[config.mk]
export PLATFORM = sky130hd
export DESIGN_NAME = exprom_select
export DESIGN_NICKNAME = d
export VERILOG_FILES = /design/src/rtl/exprom_pkg.sv /design/src/rtl/exprom_mode_regs.sv /design/src/rtl/exprom_page_decode.sv /design/src/rtl/exprom_exp_fsm.sv /design/src/rtl/exprom_select.sv
export SDC_FILE = /design/constraint.sdc
export NUM_CORES = 1
export LEC_CHECK = 0
export BUFFER_PORTS_ARGS = -buffer_cell sky130_fd_sc_hd__buf_2
export CORE_AREA = 10 10 47 49
export CTS_BUF_LIST = sky130_fd_sc_hd__clkbuf_4 sky130_fd_sc_hd__clkbuf_8 sky130_fd_sc_hd__clkbuf_16
export CTS_CLUSTER_SIZE = 16
export DETAILED_ROUTE_END_ITERATION = 12
export DIE_AREA = 0 0 57 59
export GPL_TIMING_DRIVEN = 0
export MAX_ROUTING_LAYER = met4
export PLACE_DENSITY = 0.74
export SYNTH_ARGS = -nofsm -noshare
export SYNTH_HDL_FRONTEND = slang
export SYNTH_SLANG_ARGS = --single-unit
export TNS_END_PERCENT = 5
[constraint.sdc]
create_clock -name clk -period 1.9 [get_ports clk]
set_input_delay 0.38 -clock clk [delete_from_list [all_inputs] [get_ports clk]]
set_output_delay 0.38 -clock clk [all_outputs]
set_load 0.01 [all_outputs]
[src/rtl/exprom_pkg.sv]
package exprom_pkg;
    localparam int ADDR_W = 16;
    localparam int PAGE_W = 8;
    localparam int OFF_W  = ADDR_W - PAGE_W;

    localparam logic [PAGE_W-1:0] PG_IO        = 8'hC0;
    localparam logic [PAGE_W-1:0] PG_SLOT3     = 8'hC3;
    localparam logic [PAGE_W-1:0] PG_SHARED_LO = 8'hC8;
    localparam logic [PAGE_W-1:0] PG_LAST      = 8'hCF;

    localparam logic [OFF_W-1:0] SW_CX_CLR = 8'h06;
    localparam logic [OFF_W-1:0] SW_CX_SET = 8'h07;
    localparam logic [OFF_W-1:0] SW_S3_CLR = 8'h0A;
    localparam logic [OFF_W-1:0] SW_S3_SET = 8'h0B;
    localparam logic [OFF_W-1:0] ST_CX     = 8'h15;
    localparam logic [OFF_W-1:0] ST_S3     = 8'h17;

    localparam logic [ADDR_W-1:0] REL_ADDR = {PG_LAST, {OFF_W{1'b1}}};

    typedef enum logic {
        EXP_FREE = 1'b0,
        EXP_HELD = 1'b1
    } exp_state_t;

    typedef enum logic [1:0] {
        EV_NONE,
        EV_CLAIM,
        EV_RELEASE,
        EV_FORCE
    } exp_event_t;

    typedef struct packed {
        logic int_all;
        logic slot3_en;
    } mode_flags_t;
endpackage

[src/rtl/exprom_mode_regs.sv]
module exprom_mode_regs
    import exprom_pkg::*;
#(
    parameter int DATA_W = 8
) (
    input  logic              clk,
    input  logic              rst_n,
    input  logic [ADDR_W-1:0] addr,
    input  logic              rd_acc,
    input  logic              wr_acc,
    output mode_flags_t       flags,
    output logic              force_clr,
    output logic              stat_valid,
    output logic [DATA_W-1:0] stat_data
);
    localparam int FLAG_BIT = DATA_W - 1;

    logic [PAGE_W-1:0] page;
    logic [OFF_W-1:0]  off;
    logic              io_hit;

    assign page   = addr[ADDR_W-1:OFF_W];
    assign off    = addr[OFF_W-1:0];
    assign io_hit = (page == PG_IO);

    always_ff @(posedge clk) begin
        if (!rst_n) begin
            flags <= '0;
        end else if (wr_acc && io_hit) begin
            case (off)
                SW_CX_SET: flags.int_all  <= 1'b1;
                SW_CX_CLR: flags.int_all  <= 1'b0;
                SW_S3_SET: flags.slot3_en <= 1'b1;
                SW_S3_CLR: flags.slot3_en <= 1'b0;
                default:   ;
            endcase
        end
    end

    assign force_clr = wr_acc && io_hit && (off == SW_CX_CLR);

    always_comb begin
        stat_valid = 1'b0;
        stat_data  = '0;
        if (rd_acc && io_hit) begin
            case (off)
                ST_CX: begin
                    stat_valid         = 1'b1;
                    stat_data[FLAG_BIT] = flags.int_all;
                end
                ST_S3: begin
                    stat_valid         = 1'b1;
                    stat_data[FLAG_BIT] = flags.slot3_en;
                end
                default: ;
            endcase
        end
    end

    AST_READ_LEAVES_FLAGS: assert property (@(posedge clk) disable iff (!rst_n)
        rd_acc |=> $stable(flags));

    AST_CX_SET_TAKES: assert property (@(posedge clk) disable iff (!rst_n)
        (wr_acc && io_hit && off == SW_CX_SET) |=> flags.int_all);
endmodule

[src/rtl/exprom_page_decode.sv]
module exprom_page_decode
    import exprom_pkg::*;
(
    input  logic [ADDR_W-1:0] addr,
    input  logic              rd_acc,
    input  mode_flags_t       flags,
    input  logic              exp_held,
    output logic              sel_int,
    output logic              sel_slot,
    output logic              claim_hit,
    output logic              release_hit
);
    logic [PAGE_W-1:0] page;
    logic              in_region;
    logic              int_page;

    assign page      = addr[ADDR_W-1:OFF_W];
    assign in_region = (page > PG_IO) && (page <= PG_LAST);

    always_comb begin
        if (flags.int_all) begin
            int_page = 1'b1;
        end else if (page == PG_SLOT3) begin
            int_page = !flags.slot3_en;
        end else if (page >= PG_SHARED_LO) begin
            int_page = exp_held;
        end else begin
            int_page = 1'b0;
        end
    end

    assign sel_int     = rd_acc && in_region && int_page;
    assign sel_slot    = rd_acc && in_region && !int_page;
    assign claim_hit   = sel_int && (page == PG_SLOT3);
    assign release_hit = sel_int && (addr == REL_ADDR);
endmodule

[src/rtl/exprom_exp_fsm.sv]
module exprom_exp_fsm
    import exprom_pkg::*;
(
    input  logic clk,
    input  logic rst_n,
    input  logic claim_hit,
    input  logic release_hit,
    input  logic force_clr,
    output logic exp_held
);
    exp_state_t state_q;
    exp_state_t state_d;
    exp_event_t ev;

    always_comb begin
        if (force_clr) begin
            ev = EV_FORCE;
        end else if (claim_hit) begin
            ev = EV_CLAIM;
        end else if (release_hit) begin
            ev = EV_RELEASE;
        end else begin
            ev = EV_NONE;
        end
    end

    always_comb begin
        state_d = state_q;
        unique case (state_q)
            EXP_FREE: begin
                if (ev == EV_CLAIM) begin
                    state_d = EXP_HELD;
                end
            end
            EXP_HELD: begin
                if (ev == EV_RELEASE || ev == EV_FORCE) begin
                    state_d = EXP_FREE;
                end
            end
        endcase
    end

    always_ff @(posedge clk) begin
        if (!rst_n) begin
            state_q <= EXP_FREE;
        end else begin
            state_q <= state_d;
        end
    end

    assign exp_held = (state_q == EXP_HELD);

    AST_CLAIM_TAKES: assert property (@(posedge clk) disable iff (!rst_n)
        claim_hit |=> exp_held);

    AST_RELEASE_TAKES: assert property (@(posedge clk) disable iff (!rst_n)
        (release_hit && !claim_hit) |=> !exp_held);

    AST_FORCE_CLEARS: assert property (@(posedge clk) disable iff (!rst_n)
        force_clr |=> !exp_held);

    AST_LATCH_QUIET: assert property (@(posedge clk) disable iff (!rst_n)
        (!claim_hit && !release_hit && !force_clr) |=> $stable(exp_held));
endmodule

[src/rtl/exprom_select.sv]
module exprom_select
    import exprom_pkg::*;
#(
    parameter int DATA_W = 8
) (
    input  logic              clk,
    input  logic              rst_n,
    input  logic [ADDR_W-1:0] cpu_addr,
    input  logic              cpu_rd,
    input  logic              cpu_wr,
    output logic              sel_int,
    output logic              sel_slot,
    output logic              stat_valid,
    output logic [DATA_W-1:0] stat_data,
    output logic              exp_active
);
    logic        rd_acc;
    logic        wr_acc;
    mode_flags_t flags;
    logic        force_clr;
    logic        claim_hit;
    logic        release_hit;
    logic        exp_held;

    assign wr_acc = cpu_wr;
    assign rd_acc = cpu_rd && !cpu_wr;

    exprom_mode_regs #(.DATA_W(DATA_W)) u_regs (
        .clk        (clk),
        .rst_n      (rst_n),
        .addr       (cpu_addr),
        .rd_acc     (rd_acc),
        .wr_acc     (wr_acc),
        .flags      (flags),
        .force_clr  (force_clr),
        .stat_valid (stat_valid),
        .stat_data  (stat_data)
    );

    exprom_page_decode u_dec (
        .addr        (cpu_addr),
        .rd_acc      (rd_acc),
        .flags       (flags),
        .exp_held    (exp_held),
        .sel_int     (sel_int),
        .sel_slot    (sel_slot),
        .claim_hit   (claim_hit),
        .release_hit (release_hit)
    );

    exprom_exp_fsm u_fsm (
        .clk         (clk),
        .rst_n       (rst_n),
        .claim_hit   (claim_hit),
        .release_hit (release_hit),
        .force_clr   (force_clr),
        .exp_held    (exp_held)
    );

    assign exp_active = exp_held;

    AST_WRITE_DISCARD: assert property (@(posedge clk) disable iff (!rst_n)
        cpu_wr |-> (!sel_int && !sel_slot));

    AST_INT_ALL_COVERS: assert property (@(posedge clk) disable iff (!rst_n)
        flags.int_all |-> !sel_slot);

    AST_SEL_EXCLUSIVE: assert property (@(posedge clk) disable iff (!rst_n)
        $onehot0({sel_int, sel_slot}));

    AST_STAT_OUTSIDE_WINDOW: assert property (@(posedge clk) disable iff (!rst_n)
        stat_valid |-> (!sel_int && !sel_slot));

    AST_WRITE_NO_CLAIM: assert property (@(posedge clk) disable iff (!rst_n)
        (cpu_wr && !exp_active) |=> !exp_active);
endmodule

==> impl_metrics.ini, run 1 <==
[clocking]
master_cell_of_the_clock_root_buffer = sky130_fd_sc_hd__clkbuf_4
cts_htree_levels = 1
max_clock_buf_depth = 2
ctsHoldBuffers = 0
clock_sink_count = 3
cts_tree = yes
worst_setup_hold_path_clk_slew_ns = 0.03
clk-insertion-delay-late_ns = 0.23
cts_buffers = 3

[placement]
dp_worst_slack_ns = -0.194
place.detailed.instances = 100
io_buffer_count = 24
dp.final_hpwl_um = 1160
post_dp_cell_area_um2 = 584
place.gp.congestion = 0.818

[worst_setup_path]
timing.critical_path.slowest_stage_cell = sky130_fd_sc_hd__or4_4
crit_family = simple AND/OR/NAND/NOR gates
crit_chain = buf_6 -> or4_4 -> nor2_4 -> and4bb_2 -> nor2b_4 -> buf_6
worst-path-buf-inv = 2
worst-r2r-setup-slack_ns = 0.77
critical_path.max_fanout = 3
critical-path-max-stage-delay_ns = 0.55
critPathCaptureType = primary output
reg2reg_depth = 4
start_kind = input pin
rr_startpoint = u_regs.flags[0]
required_worst_endpoint_ns = 1.52
timing.setup.critical_path_class = in2out
endpoint = stat_data[7]
worst_path_most_repeated_cell = sky130_fd_sc_hd__buf_6
arrival_ns = 1.60
worst_flop_to_flop_path_endpoint = u_fsm.exp_held
crit_path_start = cpu_addr[8]
worst-path-stages = 6

[finish]
final_layout_size_suffix_gt1_share_pct = 52.7
number_of_fill_cells_in_the_layout = 156
stdcell_count = 109
post-route-cell-area_um2 = 682
final-seq-area_um2 = 60.1
antenna_cells = 0
final_core_utilization_pct = 48.7
flow.area_growth_from_synthesis_pct = 65.7
multi_input_area_um2 = 329
finish.net_count = 114

[global_routing]
first_global_vias = 525
grt_first_pass_wirelength_um = 2240
grt_overflow_total = 0
groute.usage.overall_pct = 8.24
grt_start_max_net_pins = 7
antenna_found_initial = 0

[routing]
routed-wl-met3_um = 88
vias_per_cell = 4.74
route.met2.wl_um = 702
dr.pass1.iters = 4
dr_total_vias = 517
wl_met1_um = 631
first_iter_violations = 7
drcViolationCount = 0
wl_per_cell_um = 13.0
wirelength_um = 1420
uppermost_signal_routing_layer_after_detailed_routing = met3
antenna_left = 0

[pwr]
finalPower_mw = 0.264
cellPowerDensity_mw_per_mm2 = 386
worst_supply_voltage_drop_on_vdd_uv = 401
p_leak_nw = 0.315

[synthesis]
synthesis.area_per_instance_um2 = 7.62
synth_cell_types = 32
netlist.area_leader.share_pct = 14.6
yosysSeqAreaShare_pct = 14.6
postSynthRegisterBits = 3
netlist_area_um2 = 412
synthTopCellsByArea = sky130_fd_sc_hd__dfxtp_1 15%, sky130_fd_sc_hd__buf_4 13%, sky130_fd_sc_hd__nor2_1 4.6%, sky130_fd_sc_hd__o41ai_2 4.0%, sky130_fd_sc_hd__nand3_1 3.6%
yosysWarnings = 0
synthDominantAreaCellType = sky130_fd_sc_hd__dfxtp_1
syn_inst = 54

[sta]
fin_hold_ws_ns = 0.421
unrepaired_setup_endpoints_after_global_routing = yes
report.final.setup_viol = 1
fin_ws_ns = -0.0769
min_period_over_period_pct = 104
hold_violations = 0
worstMarginPinSlew_ns = 0.492
maximum_frequency_from_static_timing_analysis_ghz = 0.506
slew_viol_final = 0
final_period_minus_worst_setup_slack_ns = 1.98
max_slew_margin_pct = 66.9
timing.clock.skew_ns = 0.00387
totalNegativeSetupSlack_ns = -0.0769

[min_path]
min_path_cells = 3
timing.hold.worst.class = in2reg

[floorplanning]
pin_count = 32
core_region_area_mm2 = 0.00140
floorplan.rows = 14
die_ht_um = 59
dieWidth_um = 57
starting_utilization_of_the_core_area_pct = 29.4
die_area_mm2 = 0.00336

[run_status]
violations_in_the_final_reports = setup timing
run_status = finished with violations

[flow_run]
drv_cap = 0
[layer usage]
metal	vias to the layer above	global-route usage [%]
met3	0	4.29
li1	275	-
met1	225	8.98
met5	-	-
met2	17	13.5
met4	0	1.01
[worst register-to-register path, delay by kind of cell, from the launching register on]
family | cells | cell delay, ns
compound gates | 3 | 0.45
flops | 1 | 0.32
simple gates | 1 | 0.24
[cell type report]
type	count	share of cell area, %
buffer	7	7.71
clock buffer	4	4.40
inverter	3	1.65
multi-input combinational	47	48.3
sequential	3	8.81
tap	16	2.94
timing repair buffer	29	26.2
[cells by family after synthesis]
family | synth area share, %
muxes | 2.43
other | 0.911
and+or+nand+nor | 47.7
DFF | 14.6
AOI/OAI and AO/OA | 18.8
buffers and inverters | 15.5
[cell usage in the layout, fill, tap and decap left out, types with 2 or more instances in the layout]
cell type,count
sky130_fd_sc_hd__nand3_1,3
sky130_fd_sc_hd__nand2_1,2
sky130_fd_sc_hd__dfxtp_1,3
sky130_fd_sc_hd__buf_6,3
sky130_fd_sc_hd__conb_1,7
sky130_fd_sc_hd__inv_1,3
sky130_fd_sc_hd__a21oi_1,2
sky130_fd_sc_hd__nor3_1,2
sky130_fd_sc_hd__clkbuf_4,4
sky130_fd_sc_hd__buf_2,20
sky130_fd_sc_hd__nor2_1,4
sky130_fd_sc_hd__nand4_1,2
sky130_fd_sc_hd__or4_4,2
sky130_fd_sc_hd__buf_4,13
[repair_timing]
action                                  CTS  global route
buffers inserted                          3             2
pin swaps                                 2             2
resized for setup                         6             0
endpoints found under the setup margin    3             4
[worst min-delay path by stage]
stage               slack [ns]       startpoint         endpoint
finish                    0.42            rst_n  u_regs.flags[1]
global route              0.43      cpu_addr[1]  u_regs.flags[0]
CTS                       0.41      cpu_addr[1]  u_regs.flags[0]
detailed placement        0.49   u_fsm.exp_held   u_fsm.exp_held
global placement          0.48   u_fsm.exp_held   u_fsm.exp_held
floorplan                 0.46  u_regs.flags[1]  u_regs.flags[1]
[flip-flops by register name, indices dropped and copies added (netlist names)]
name            cells
u_regs.flags        2
u_fsm.exp_held      1
[power by group]
part	switching [mW]	total (mW)	internal [mW]
clock	0.0315	0.124	0.0928
sequential	0.00000130	0.0633	0.0633
combinational	0.0364	0.0759	0.0395
total	0.0679	0.264	0.196
[Yosys cell counts, drive strengths merged]
| cell | instances |
|---|---|
| a211oi | 1 |
| a21oi | 2 |
| a221oi | 1 |
| a311oi | 1 |
| a41o | 1 |
| a41oi | 1 |
| and2 | 1 |
| and3 | 1 |
| and4bb | 1 |
| buf | 7 |
| conb | 1 |
| dfxtp | 3 |
| inv | 3 |
| mux2i | 1 |
| nand2 | 2 |
| nand2b | 1 |
| nand3 | 3 |
| nand4 | 2 |
| nand4b | 1 |
| nand4bb | 1 |
| nor2 | 5 |
| nor2b | 2 |
| nor3 | 2 |
| nor4 | 2 |
| o31ai | 1 |
| o41ai | 1 |
| or2 | 1 |
| or3 | 2 |
| or4 | 3 |
Power figures use the tool's default switching activity.
==> run 2, diff against run 1 <==
BUFFER_PORTS_ARGS = unset   (was -buffer_cell sky130_fd_sc_hd__buf_2)
DONT_BUFFER_PORTS = 1   (was unset)
PLACE_DENSITY = 0.54   (was 0.74)
clock period = 2.14 ns   (was 1.9 ns; I/O delays follow)
==> run 2 against run 1 <==
- the run now ends clean
- clock skew grew 0.0023 ns
- flip-flop and latch count is the same
- highest routed layer is now met4
- register-to-register slack gained 0.19 ns
- global-route usage shrank 0.93 points
- design area shrank 26%
- cell count shrank 26%
- first-iteration DRC count grew 29%
- critical endpoint unchanged
- clock power shrank 5%
==> impl_metrics.ini, run 2 (synthesized netlist as in run 1, its figures left out) <==
[pwr]
pwr-share-seq_pct = 27.0
p_switching_mw = 0.0520
worst_supply_voltage_drop_on_vdd_uv = 185
clkPwrFrac_pct = 56.5
intPower_mw = 0.156
combPwrFrac_pct = 16.5
p_leak_nw = 0.185
cellPowerDensity_mw_per_mm2 = 415
power.share.switching_pct = 25.0

[routing]
vias_per_cell = 5.36
antenna_left = 0
wl_per_cell_um = 15.6
wirelength_um = 1270
dr.pass1.iters = 4
drcViolationCount = 0
first_iter_violations = 9
dr_total_vias = 434

[global_routing]
grt_overflow_total = 0
grt_start_max_net_pins = 7
first_global_vias = 414
groute.usage.overall_pct = 7.31
antenna_found_initial = 0
grt_first_pass_wirelength_um = 1930

[min_path]
timing.hold.worst.class = in2reg

[sta]
timing.clock.skew_ns = 0.00620
fin_hold_ws_ns = 0.295
min_period_over_period_pct = 96.2
unrepaired_setup_endpoints_after_global_routing = no
slew_viol_final = 0
hold_violations = 0
maximum_frequency_from_static_timing_analysis_ghz = 0.486
report.final.setup_viol = 0
final_period_minus_worst_setup_slack_ns = 2.06
max_slew_margin_pct = 67.1
worstMarginPinSlew_ns = 0.489

[worst_setup_path]
crit_family = simple AND/OR/NAND/NOR gates
reg2reg_depth = 4
worst_flop_to_flop_path_endpoint = u_fsm.exp_held
critical-path-max-stage-delay_ns = 0.58
rr_startpoint = u_fsm.exp_held
start_kind = input pin
arrival_ns = 1.63
worst-path-stages = 4
worst-path-buf-inv = 0
timing.setup.critical_path_class = in2out
endpoint = stat_data[7]
crit_path_start = cpu_addr[8]
required_worst_endpoint_ns = 1.71
critPathCaptureType = primary output
critical_path.max_fanout = 3
timing.critical_path.slowest_stage_cell = sky130_fd_sc_hd__or4_1
worst-r2r-setup-slack_ns = 0.96
crit_chain = or4_1 -> nor2_2 -> and4bb_2 -> nor2b_4

[clocking]
cts_htree_levels = 1
clk-insertion-delay-late_ns = 0.24
clock_sink_count = 3
max_clock_buf_depth = 2
master_cell_of_the_clock_root_buffer = sky130_fd_sc_hd__clkbuf_4
worst_setup_hold_path_clk_slew_ns = 0.04
ctsHoldBuffers = 0
cts_buffers = 3
cts_tree = yes

[finish]
largest_register_ff_count = 2
stdcell_count = 81
flow.area_growth_from_synthesis_pct = 21.9
most_common_cell_after_layout_fill_and_taps_aside = sky130_fd_sc_hd__buf_4
finish.net_count = 86
antenna_cells = 0
final_layout_size_suffix_gt1_share_pct = 30.8
final_core_utilization_pct = 35.8
layout.cells.most_common_list = 8 x sky130_fd_sc_hd__buf_4, 7 x sky130_fd_sc_hd__conb_1, 4 x sky130_fd_sc_hd__nor2_1, 4 x sky130_fd_sc_hd__clkbuf_4
post-route-cell-area_um2 = 502
number_of_fill_cells_in_the_layout = 158
registers.top_by_ff_count = u_regs.flags

[floorplanning]
die_ht_um = 59
dieWidth_um = 57
pin_count = 32
die_area_mm2 = 0.00336
starting_utilization_of_the_core_area_pct = 29.4
floorplan.rows = 14
core_region_area_mm2 = 0.00140

[placement]
dp.final_hpwl_um = 1090
place.gp.congestion = 0.755
io_buffer_count = 0
post_dp_cell_area_um2 = 454
place.detailed.instances = 76

[run_status]
run_status = finished clean

[flow_run]
drv_cap = 0
==> run 2: worst register-to-register path: stages, from the launching register on <==
cell,delay (ns)
sky130_fd_sc_hd__dfxtp_1,0.34
sky130_fd_sc_hd__and3_1,0.21
sky130_fd_sc_hd__a211oi_1,0.28
sky130_fd_sc_hd__nand4b_1,0.17
sky130_fd_sc_hd__a21oi_1,0.07
==> run 2: layout make-up <==
type | count | area, µm² | area share [%]
Buffer | 7 | 52.6 | 10.5
Tap cell | 16 | 20.0 | 3.99
Inverter | 3 | 11.3 | 2.24
Multi-Input combinational cell | 47 | 320 | 63.8
Sequential cell | 3 | 60.1 | 12.0
Timing Repair Buffer | 1 | 7.51 | 1.50
Clock buffer | 4 | 30.0 | 5.99
==> run 2: how the worst min path moves through the flow <==
stage	start	endpoint	slack [ns]	cells past startpoint
global placement	u_regs.flags[1]	u_regs.flags[1]	0.51	2
global route	cpu_addr[1]	u_regs.flags[0]	0.30	1
floorplan	u_regs.flags[1]	u_regs.flags[1]	0.46	2
detailed placement	u_regs.flags[1]	u_regs.flags[1]	0.51	2
finish	cpu_addr[1]	u_regs.flags[0]	0.29	1
CTS	cpu_addr[1]	u_regs.flags[0]	0.30	1
==> run 2: through the flow <==
stage                     setup slack [ns]  total power, mW  setup TNS (ns)
final                               0.0817            0.208               0
after global routing                0.0424            0.219               0
after CTS                           0.0336            0.208               0
after detailed placement           -0.0448           0.0899         -0.0448
after global placement             -0.0574           0.0895         -0.0574
after floorplan                     0.0811           0.0872               0
==> run 2: layer usage <==
| layer | vias to the layer above | track usage, % | routed length [µm] |
|---|---|---|---|
| li1 | 217 | - | - |
| met1 | 189 | 7.55 | 457 |
| met2 | 26 | 10.5 | 578 |
| met3 | 2 | 3.86 | 207 |
| met4 | 0 | 5.03 | 21 |
| met5 | - | - | 0 |
==> run 2: repair_timing <==
item / CTS / global route
pin swaps: 0 / 1
cloned: 0 / 0
resized for setup: 2 / 1
endpoints found under the setup margin: 1 / 1
setup buffers: 0 / 1
==> run 2: power groups by stage <==
stage,clock (mW),sequential [mW],combinational [mW]
floorplan,0,0.0571,0.0301
finish,0.118,0.0562,0.0343
detailed placement,0,0.0571,0.0328
CTS,0.119,0.0562,0.0330
global placement,0,0.0571,0.0324
global route,0.125,0.0561,0.0380
